`src/rtl/useq_pkg.sv`:
```
package useq_pkg;
  typedef enum logic [2:0] {
    NA_INC  = 3'b000,
    NA_BRT  = 3'b001,
    NA_BRF  = 3'b010,
    NA_MAP  = 3'b011,
    NA_CALL = 3'b100,
    NA_RET  = 3'b101
  } na_sel_e;
endpackage

```
`src/rtl/useq_rst_sync.sv`:
```
module useq_rst_sync #(
  parameter int STAGES = 2
) (
  input  logic clk,
  input  logic rst_n,
  output logic rst_sync_n
);
  logic [STAGES-1:0] sync_q;

  // Assert asynchronously; release only after STAGES clock edges.
  always_ff @(posedge clk or negedge rst_n) begin
    if (!rst_n) sync_q <= '0;
    else        sync_q <= {sync_q[STAGES-2:0], 1'b1};
  end

  assign rst_sync_n = sync_q[STAGES-1];
endmodule

```
`src/rtl/useq_cond_mux.sv`:
```
module useq_cond_mux #(
  parameter  int NCOND  = 8,
  localparam int CSEL_W = $clog2(NCOND)
) (
  input  logic [NCOND-1:0]  status,
  input  logic [CSEL_W-1:0] cond_sel,
  output logic              cond
);
  always_comb begin
    cond = 1'b0;
    for (int i = 0; i < NCOND; i++) begin
      if (CSEL_W'(i) == cond_sel) cond = status[i];
    end
  end
endmodule

```
`src/rtl/useq_next_addr.sv`:
```
module useq_next_addr
  import useq_pkg::*;
#(
  parameter int ADDR_W     = 8,
  parameter int OPC_W      = 4,
  parameter int MAP_SHIFT  = 2,
  parameter logic [ADDR_W-1:0] FETCH_ADDR = 'h00,
  parameter logic [ADDR_W-1:0] IRQ_ADDR   = 'hF0,
  parameter logic [ADDR_W-1:0] MAP_BASE   = 'h40
) (
  input  logic [ADDR_W-1:0] car_q,
  input  logic [ADDR_W-1:0] sbr_q,
  input  logic [2:0]        nxt_sel,
  input  logic              cond,
  input  logic [ADDR_W-1:0] br_addr,
  input  logic [OPC_W-1:0]  opcode,
  input  logic              exec_done,
  input  logic              irq_pending,
  output logic [ADDR_W-1:0] car_d,
  output logic              sbr_load,
  output logic [ADDR_W-1:0] sbr_d,
  output logic              irq_take
);
  localparam int OFS_W = OPC_W + MAP_SHIFT;

  logic [ADDR_W-1:0] car_inc;
  logic [ADDR_W-1:0] map_addr;
  logic [OFS_W-1:0]  map_ofs;

  assign car_inc  = car_q + 1'b1;
  assign map_ofs  = {opcode, {MAP_SHIFT{1'b0}}};
  assign map_addr = MAP_BASE + ADDR_W'(map_ofs);
  assign irq_take = exec_done & irq_pending;
  assign sbr_d    = car_inc;

  always_comb begin
    car_d    = car_inc;
    sbr_load = 1'b0;
    if (exec_done) begin
      car_d = irq_pending ? IRQ_ADDR : FETCH_ADDR;
    end else begin
      case (na_sel_e'(nxt_sel))
        NA_BRT:  car_d = cond  ? br_addr : car_inc;
        NA_BRF:  car_d = !cond ? br_addr : car_inc;
        NA_MAP:  car_d = map_addr;
        NA_CALL: begin
          car_d    = br_addr;
          sbr_load = 1'b1;
        end
        NA_RET:  car_d = sbr_q;
        default: car_d = car_inc;
      endcase
    end
  end
endmodule

```
`src/rtl/useq_sequencer.sv`:
```
module useq_sequencer #(
  parameter  int ADDR_W    = 8,
  parameter  int OPC_W     = 4,
  parameter  int NCOND     = 8,
  parameter  int MAP_SHIFT = 2,
  parameter  logic [ADDR_W-1:0] FETCH_ADDR = 'h00,
  parameter  logic [ADDR_W-1:0] IRQ_ADDR   = 'hF0,
  parameter  logic [ADDR_W-1:0] MAP_BASE   = 'h40,
  localparam int CSEL_W = $clog2(NCOND)
) (
  input  logic              clk,
  input  logic              rst_n,
  input  logic [2:0]        nxt_sel,
  input  logic [CSEL_W-1:0] cond_sel,
  input  logic [ADDR_W-1:0] br_addr,
  input  logic [NCOND-1:0]  status,
  input  logic [OPC_W-1:0]  opcode,
  input  logic              exec_done,
  input  logic              irq_pending,
  output logic [ADDR_W-1:0] car,
  output logic [ADDR_W-1:0] sbr,
  output logic              irq_take
);
  logic              rst_sync_n;
  logic              cond;
  logic [ADDR_W-1:0] car_q, car_d;
  logic [ADDR_W-1:0] sbr_q, sbr_d;
  logic              sbr_load;

  useq_rst_sync #(.STAGES(2)) u_rst (
    .clk(clk), .rst_n(rst_n), .rst_sync_n(rst_sync_n)
  );

  useq_cond_mux #(.NCOND(NCOND)) u_cond (
    .status(status), .cond_sel(cond_sel), .cond(cond)
  );

  useq_next_addr #(
    .ADDR_W(ADDR_W), .OPC_W(OPC_W), .MAP_SHIFT(MAP_SHIFT),
    .FETCH_ADDR(FETCH_ADDR), .IRQ_ADDR(IRQ_ADDR), .MAP_BASE(MAP_BASE)
  ) u_next (
    .car_q(car_q), .sbr_q(sbr_q), .nxt_sel(nxt_sel), .cond(cond),
    .br_addr(br_addr), .opcode(opcode), .exec_done(exec_done),
    .irq_pending(irq_pending), .car_d(car_d), .sbr_load(sbr_load),
    .sbr_d(sbr_d), .irq_take(irq_take)
  );

  always_ff @(posedge clk or negedge rst_sync_n) begin
    if (!rst_sync_n) car_q <= FETCH_ADDR;
    else             car_q <= car_d;
  end

  always_ff @(posedge clk or negedge rst_sync_n) begin
    if (!rst_sync_n)   sbr_q <= FETCH_ADDR;
    else if (sbr_load) sbr_q <= sbr_d;
  end

  assign car = car_q;
  assign sbr = sbr_q;
endmodule

```
`config.mk`:
```
export PLATFORM = sky130hd
export DESIGN_NAME = useq_sequencer
export DESIGN_NICKNAME = d
export VERILOG_FILES = /design/src/rtl/useq_pkg.sv /design/src/rtl/useq_rst_sync.sv /design/src/rtl/useq_cond_mux.sv /design/src/rtl/useq_next_addr.sv /design/src/rtl/useq_sequencer.sv
export SDC_FILE = /design/constraint.sdc
export NUM_CORES = 1
export LEC_CHECK = 0
export ABC_CLOCK_PERIOD_IN_PS = 800
export BUFFER_PORTS_ARGS = -buffer_cell sky130_fd_sc_hd__buf_2
export CAP_MARGIN = 20
export CORE_MARGIN = 2
export CORE_UTILIZATION = 43
export CTS_CLUSTER_DIAMETER = 100
export CTS_CLUSTER_SIZE = 30
export DETAILED_ROUTE_END_ITERATION = 6
export GPL_ROUTABILITY_DRIVEN = 1
export PLACE_DENSITY = 0.85
export SLEW_MARGIN = 5
export SYNTH_ARGS = -nofsm -noshare
export SYNTH_HDL_FRONTEND = slang
export SYNTH_HIERARCHICAL = 1
export SYNTH_SLANG_ARGS = --single-unit
```
`constraint.sdc`:
```
create_clock -name clk -period 0.8 [get_ports clk]
set_clock_uncertainty 0.15 [all_clocks]
set_input_delay 0.04 -clock clk [delete_from_list [all_inputs] [get_ports clk]]
set_output_delay 0.04 -clock clk [all_outputs]
set_load 0.02 [all_outputs]
```
# Yosys cells after proc, flatten, opt, wreduce, memory -nomap -nowiden
# Index checks and enable logic that the tools add are counted.
# Widths: inputs -> output; s select.
# word_totals
regBits,18
latch_bits,0
ram_bits,0
rom_bits,0
inputBits,30
out_inout_bits,17
memories,0
# op_classes
add_sub_neg,2
n_mul,0
n_div,0
n_lt_le_gt_ge,0
eq_ne,12
shifts,0
muxes,15
bitwise_logic,1
reduce_logical,1
# ops
operator,n
$pmux 8 s5,1
$mux 8,4
$eq 3x3->1 const A,4
$mux 1,10
$add 7x6->8 const A,1
$add 8x1->8 const B,1
$eq 2x3->1 const A,2
$eq 3x2->1 const B,2
$eq 3x3->1 const B,2
$eq 1x3->1 const A,1
$eq 3x1->1 const B,1
$logic_not 3->1,1
$and 1x1->1,1

# Longest topological paths before layout
# Gate-level depths: netlist (run 1).
# depth
depth_word,12
mapped_depth,6
ltp_nobuf,6

# Hierarchy
# The synthesis (run 1) kept the hierarchy.
# modules_own_cells
module,n_inst,cells_each,area_each_um2
useq_sequencer,1,25,531.8
useq_next_addr,1,70,508.0
useq_cond_mux,1,3,63.8
useq_rst_sync,1,3,53.8

# Worst setup path after synthesis (run 1)
# No wires, ideal clock.
# synth_timing
kind,input -> register
startpoint,in cond_sel[1]
endpoint,"reg car_q[6], in the netlist car[6]"
setup_ps,126
t_arrival_ps,1781
required_time_ps,524
setup_slack_ps,-1257
stages,6
path_buffers,0
path_cell_list,mux4_1 mux2_2 nor4bb_1 a211o_4 and3_1 a311o_1
# synth_between
elab_chain_len,12
word_cells_on_any_way,20
classes_between,7 x eq/ne; 12 x mux; 1 x reduce/logical
# synth_lines
element,line_no,rtl
"start, declared",useq_sequencer.sv:14,"input logic [CSEL_W-1:0] cond_sel,"
$logic_not 3->1,useq_cond_mux.sv:12,if (CSEL_W'(i) == cond_sel) cond = status[i];
$mux 1 (7 in a row),useq_cond_mux.sv:12,
$mux 1 (*),useq_cond_mux.sv:12,
net cond,useq_sequencer.sv:25,logic cond;
"$mux 8, on equally long branches","useq_next_addr.sv:44, useq_next_addr.sv:43",
$pmux 8 s5 (*),useq_next_addr.sv:42,case (na_sel_e'(nxt_sel))
$mux 8 (*),useq_next_addr.sv:39,if (exec_done) begin
net car_d[6],useq_sequencer.sv:26,"logic [ADDR_W-1:0] car_q, car_d;"
"end signal, assigned",useq_sequencer.sv:50,else car_q <= car_d;
"end, declared",useq_sequencer.sv:26,
# The timed path passes the listed nets; every way through them passes the cells marked *.
# A chain may end at the register's enable or synchronous reset.

# Worst setup path in the final report (run 1)
# layout_timing
startpoint,in cond_sel[1]
endpoint,"reg car_q[2], in the netlist car[2]"
# The elaborated chain is that of the path after synthesis.

==> flow_summary.yaml, run 1 <==
timing:
  hold_viol_final: 9
  worst_pin_slew_ns: 0.533
  slew-limit-headroom_pct: 64.4
  slew_viol_final: 0
  layout_setup_ws_ns: -0.935
  setup_viol: 32
  grt_setup_unrepaired: "true"
  period_share_pct: 217
  hold_ws_ns: -0.158
  max_freq_mhz: 576
  period_needed_ns: 1.73
die:
  die_y_um: 55.9
  fp.dieArea_um2: 3120
  pin_count: 47
  die_w_um: 55.9
  initial_utilization_pct: 45.9
  rows: 18
  core_area_um2: 2520
synthesis:
  synth-seq-area-share_pct: 38.9
  syn_inst: 101
  syn_avg_cell_area_um2: 11.5
  ys_seq_elements: 18
  yosysWarnings: 6
  yosys.area.top_type_share_pct: 38.9
  syn_nets: 132
  synth.area.top_cells: "dfrtp_1 (39%), mux2_4 (10%), mux4_1 (4.5%), xnor2_1 (3.8%), a22o_1 (3.0%)"
  ys_types: 38
  netlist_area_um2: 1160
  yosysTopAreaCell: "dfrtp_1"
grt:
  grt_pass1_wl_mm: 6.96
  grt_start_max_net_pins: 17
  grtUsageTotal_pct: 29.9
  overflow: 0
  grt_pass1_vias: 1379
  antenna_found_initial: 0
finish:
  num_antenna_cells: 0
  final_cell_mix: "buf_6 (35), buf_4 (30), buf_2 (29)"
  fin_nets: 231
  fin_util_pct: 88.8
  fill_cells: 109
  final_common_cell: "buf_6"
  syn2layout_area_growth_pct: 93.6
  drive_above_1_share_pct: 73.9
setup_path:
  slowest_stage: "mux4_2"
  endpoint: "car[2]$_DFF_PN0_"
  cp.required_ns: 0.84
  regToRegEndpoint: "car[2]$_DFF_PN0_"
  crit_path_start: "cond_sel[1]"
  cp_max_fo: 4
  regToRegSetupSlack_ns: -0.78
  crit_family: "multiplexers"
  path_cells: "buf_8 -> mux4_2 -> mux2_4 -> nor4bb_4 -> a211o_4 -> a222oi_1 -> nor2_1"
  rr_worst_depth: 4
  cp.arrival_ns: 1.77
  critPathKind: "primary input to register"
  worst-path-stages: 7
  crit_path_end_kind: "register"
  max_stage_delay_ns: 0.47
  critPathLaunchType: "primary input"
  crit_buf_inv: 1
  r2r_start: "car[1]$_DFF_PN0_"
clock_tree:
  cts_tree: "done"
  clk_path_buf_depth: 2
  cts_buffers: 3
  clock_sinks: 18
  hold_buffers: 3
  ctsHtreeMaxLevel: 1
  clk_pin_slew_worst_paths_ns: 0.12
  clock_latency_ns: 0.32
  cts_root_buffer: "clkbuf_4"
run:
  cap_violations: 0
place:
  numPortBuffers: 46
  dp_slack_ns: -1.30
  place_hpwl_mm: 2.69
  gp_congestion: 0.885
detailed_routing:
  post-route-drc-count: 0
  vias: 1319
  drt_pass1_iterations: 4
  via_per_inst: 5.76
  routed_wl_mm: 4.77
  drtIter0Drc: 63
  ant_nets: 0
  wire_per_inst_um: 20.8
power:
  power_leakage_uw: 0.00108
  p_per_area_nw_per_um2: 1630
  ir_worst_vdd_uv: 1880
  finalPower_uw: 3640
status:
  status: "finished with violations"
  violations: "hold timing, setup timing"
hold_path:
  hold_path_class: "primary input to register"
==> flip-flops by register name (all words and copies together), names as in the netlist <==
register and flops:
car 8, sbr 8, u_rst/sync_q 2
==> routing by layer <==
| layer | share of wire [%] | track usage (%) | vias up |
|---|---|---|---|
| met2 | 51 | 51.7 | 91 |
| met1 | 37 | 33.4 | 640 |
| met4 | 4.9 | 20.4 | 0 |
| met5 | 0 | 0 | - |
| li1 | - | - | 566 |
| met3 | 7.0 | 4.88 | 22 |
==> cells in the mapped netlist <==
library cell	number
or2_1	2
a31oi_1	2
and2_1	1
mux4_1	2
mux2_1	2
dfrtp_1	18
nor4bb_1	1
nand2b_1	1
a22oi_1	4
buf_6	3
a31o_2	1
and3b_1	1
xor2_1	1
a21oi_1	3
clkbuf_1	1
a22o_1	4
and3_1	5
a221oi_1	1
mux2_4	8
nor2_1	1
a311o_1	1
a211o_4	1
nor2b_1	3
ha_1	1
a21o_1	2
o21ai_1	3
nand3_1	4
nor3b_1	1
nor4b_2	1
conb_1	1
buf_2	1
inv_1	4
o221ai_1	1
a222oi_1	1
nand2_1	6
mux2_2	2
xnor2_1	5
nor2b_4	1
==> tightest hold or removal path, cell delays in order <==
cell     delay [ns]
buf_2          0.08
a31oi_1        0.09
o21ai_1        0.07
==> timing repair <==
action                     in CTS  in global routing
setup buffers                   5                 13
pin swaps                      14                  3
setup endpoints to repair      32                 33
resized for setup              65                 15
hold endpoints to repair       10                  9
==> layout make-up <==
| cell class | count | area, um2 | area share [%] |
|---|---|---|---|
| Multi-Input combinational cell | 74 | 866 | 38.6 |
| Timing Repair Buffer | 99 | 830 | 37.0 |
| Sequential cell | 18 | 457 | 20.4 |
| Tap cell | 30 | 37.5 | 1.68 |
| Clock buffer | 4 | 36.3 | 1.62 |
| Inverter | 4 | 15.0 | 0.670 |
==> report_power, final <==
| group | switching, uW | total [uW] | internal [uW] |
|---|---|---|---|
| Clock | 325 | 603 | 279 |
| Combinational | 766 | 1830 | 1060 |
| Sequential | 153 | 1210 | 1060 |
==> per-stage QoR <==
step / setup TNS, ns / cell area (um2) / hold slack, ns / cells
after floorplan: -12.37 / 1260 / -0.406 / 101
after global placement: -15.54 / 1770 / -0.326 / 209
after detailed placement: -16.01 / 1770 / -0.323 / 209
after CTS: -17.50 / 2120 / -0.157 / 221
after global routing: -19.03 / 2240 / -0.155 / 229
final: -18.10 / 2240 / -0.158 / 229
==> cell families after synthesis <==
logic type,after synthesis,synth area share (%)
other,1,0.324
xor gates and xnor gates,6,4.54
buffers and inverters,9,4.97
and+or+nand+nor,28,15.2
adders and majority gates,1,1.08
DFF,18,38.9
AOI/OAI and AO/OA,24,16.1
muxes,14,18.8
==> worst min-delay path by stage <==
stage                     startpoint                   endpoint  slack [ns]  cells after the start
after floorplan                rst_n  u_rst/sync_q[0]$_DFF_PN0_       -0.41                      0
after global placement         rst_n  u_rst/sync_q[1]$_DFF_PN0_       -0.33                      1
after detailed placement       rst_n  u_rst/sync_q[0]$_DFF_PN0_       -0.32                      1
after CTS                 br_addr[7]           car[7]$_DFF_PN0_       -0.16                      3
after global routing      br_addr[7]           car[7]$_DFF_PN0_       -0.16                      3
final                     br_addr[7]           car[7]$_DFF_PN0_       -0.16                      3
Power figures use the tool's default switching activity.
==> inputs of run 2 (changes only) <==
--- a/config.mk
+++ b/config.mk
@@ -8,8 +8,10 @@
 export ABC_CLOCK_PERIOD_IN_PS = 800
 export BUFFER_PORTS_ARGS = -buffer_cell sky130_fd_sc_hd__buf_2
 export CAP_MARGIN = 20
+export CELL_PAD_IN_SITES_DETAIL_PLACEMENT = 1
+export CELL_PAD_IN_SITES_GLOBAL_PLACEMENT = 2
 export CORE_MARGIN = 2
-export CORE_UTILIZATION = 43
+export CORE_UTILIZATION = 26
 export CTS_CLUSTER_DIAMETER = 100
 export CTS_CLUSTER_SIZE = 30
 export DETAILED_ROUTE_END_ITERATION = 6
==> run 2 against run 1 <==
Against the previous run: the flow still finishes with violations (hold timing, setup timing); clock-buffer cell count stayed put; fmax decreased by 2.7%; setup slack got worse by 0.048 ns.
==> flow_summary.yaml, run 2 (synthesized netlist as in run 1, its figures left out) <==
hold_path:
  hold_path_class: "primary input to register"
grt:
  grt_start_max_net_pins: 17
  antenna_found_initial: 0
  grt_pass1_vias: 1419
  overflow: 0
  grtUsageTotal_pct: 19.3
  grt_pass1_wl_mm: 7.45
finish:
  drive_above_1_share_pct: 76.0
  fin_nets: 228
  num_antenna_cells: 0
  final_cell_mix: "buf_6 (39), buf_4 (29), buf_2 (25)"
  fill_cells: 476
  final_common_cell: "buf_6"
  multi_input_area_um2: 871
  regArea_um2: 457
  syn2layout_area_growth_pct: 97.8
status:
  status: "finished with violations"
  violations: "hold timing, setup timing"
timing:
  slew-limit-headroom_pct: 62.1
  period_needed_ns: 1.78
  grt_setup_unrepaired: "true"
  worst_pin_slew_ns: 0.568
  max_freq_mhz: 561
  period_share_pct: 223
  hold_viol_final: 9
  slew_viol_final: 0
  layout_setup_ws_ns: -0.982
  hold_ws_ns: -0.145
  setup_viol: 32
  tns_ns: -17.43
setup_path:
  regToRegEndpoint: "car[4]$_DFF_PN0_"
  crit_buf_inv: 2
  max_stage_delay_ns: 0.48
  cp.required_ns: 0.80
  r2r_start: "car[1]$_DFF_PN0_"
  rr_worst_depth: 6
  crit_path_start: "cond_sel[1]"
  critPathKind: "primary input to register"
  crit_family: "multiplexers"
  endpoint: "car[2]$_DFF_PN0_"
  cp_max_fo: 6
  critPathMostFrequentCell: "mux2_4"
  critPathLaunchType: "primary input"
  regToRegSetupSlack_ns: -0.80
  slowest_stage: "mux4_2"
  crit_path_end_kind: "register"
  cp.arrival_ns: 1.78
  worst-path-stages: 8
  path_cells: "buf_8 -> mux4_2 -> mux2_4 -> mux2_4 -> o21ai_4 -> buf_6 -> a222oi_1 -> nor2_1"
clock_tree:
  clk_path_buf_depth: 2
  clock_sinks: 18
  hold_buffers: 1
  ctsHtreeMaxLevel: 1
  cts_root_buffer: "clkbuf_8"
  clock_latency_ns: 0.27
  clk_pin_slew_worst_paths_ns: 0.08
  cts_buffers: 3
  cts_tree: "done"
power:
  p_comb_share_pct: 48.0
  power_leakage_uw: 0.00108
  switching_power_uw: 1240
  ir_worst_vdd_uv: 774
  swShare_pct: 32.3
  p_int_uw: 2600
  p_clk_share_pct: 20.6
  p_per_area_nw_per_um2: 1680
  seqPwrFrac_pct: 31.5
die:
  core_area_um2: 4320
  pin_count: 47
  die_y_um: 70.7
  rows: 24
  initial_utilization_pct: 26.8
  fp.dieArea_um2: 5000
  die_w_um: 70.7
detailed_routing:
  drtIter0Drc: 59
  vias: 1218
  wire_per_inst_um: 18.9
  drt_pass1_iterations: 4
  routed_wl_mm: 4.68
  ant_nets: 0
  via_per_inst: 4.91
  post-route-drc-count: 0
place:
  numPortBuffers: 46
  place_hpwl_mm: 3.31
  gp_congestion: 0.861
run:
  cap_violations: 0
[run 2: cell types whose count changed in the layout (fill, tap and decap cells not counted), moves of 2 or more]
cell | before | now
clkbuf_8 | 1 | 4
buf_6 | 35 | 39
clkbuf_4 | 3 | 0
dlygate4sd3_1 | 3 | 1
buf_2 | 29 | 25
[run 2: timing repair]
| action | in CTS | in global routing |
|---|---|---|
| endpoints found under the setup margin | 33 | 33 |
| gates resized for setup | 71 | 22 |
| buffers inserted | 9 | 8 |
| endpoints found under the hold margin | 9 | 9 |
| pin swaps | 18 | 12 |
[run 2: worst register-to-register path, delay by kind of cell, from the launching register on]
kind	cells	cell delay, ns
flip-flops	1	0.44
buffers and inverters	1	0.11
adder cells (fa/ha/maj)	1	0.19
XOR/XNOR	1	0.15
AND/OR/NAND/NOR	1	0.09
AO/OA/AOI/OAI	2	0.36
[run 2: through the flow]
stage          util (%)  power, uW  worst slack [ns]  instance area (um2)  instances
2_1_floorplan         -       1890             -1.10                 1260        101
3_3_place_gp       41.6       2480             -1.24                 1800        232
3_5_place_dp       41.6       2540             -1.28                 1800        232
4_1_cts            51.1       3770            -0.989                 2210        246
5_1_grt            53.0       4030             -1.02                 2290        248
6_report           53.0       3840            -0.982                 2290        248
[run 2: layer usage]
metal | track usage (%) | wire length, um | vias to the layer above
met3 | 1.14 | 151 | 4
met1 | 22.5 | 1810 | 612
li1 | - | - | 564
met4 | 5.87 | 52 | 0
met5 | 0 | 0 | -
met2 | 37.6 | 2670 | 38
[run 2: power groups by stage]
stage	Combinational [uW]	Clock (uW)	Sequential [uW]
after global placement	1300	0	1180
final	1840	790	1210
after detailed placement	1350	0	1190
after CTS	1770	792	1200
after global routing	1950	846	1230
after floorplan	497	0	1390
[run 2: area by class of cell]
cell class / instances / area share [%]
timing repair buffer: 96 / 36.1
tap: 52 / 2.84
sequential: 18 / 19.9
clock buffer: 4 / 2.40
inverter: 4 / 0.656
multi-input combinational: 74 / 38.0
[run 2: how the worst min path moves through the flow]
stage / startpoint / end / slack (ns) / cells after the start
2_1_floorplan: rst_n / u_rst/sync_q[0]$_DFF_PN0_ / -0.41 / 0
3_3_place_gp: rst_n / u_rst/sync_q[0]$_DFF_PN0_ / -0.33 / 1
3_5_place_dp: rst_n / u_rst/sync_q[0]$_DFF_PN0_ / -0.31 / 1
4_1_cts: br_addr[5] / car[5]$_DFF_PN0_ / -0.13 / 3
5_1_grt: br_addr[5] / car[5]$_DFF_PN0_ / -0.14 / 3
6_report: br_addr[5] / car[5]$_DFF_PN0_ / -0.14 / 3
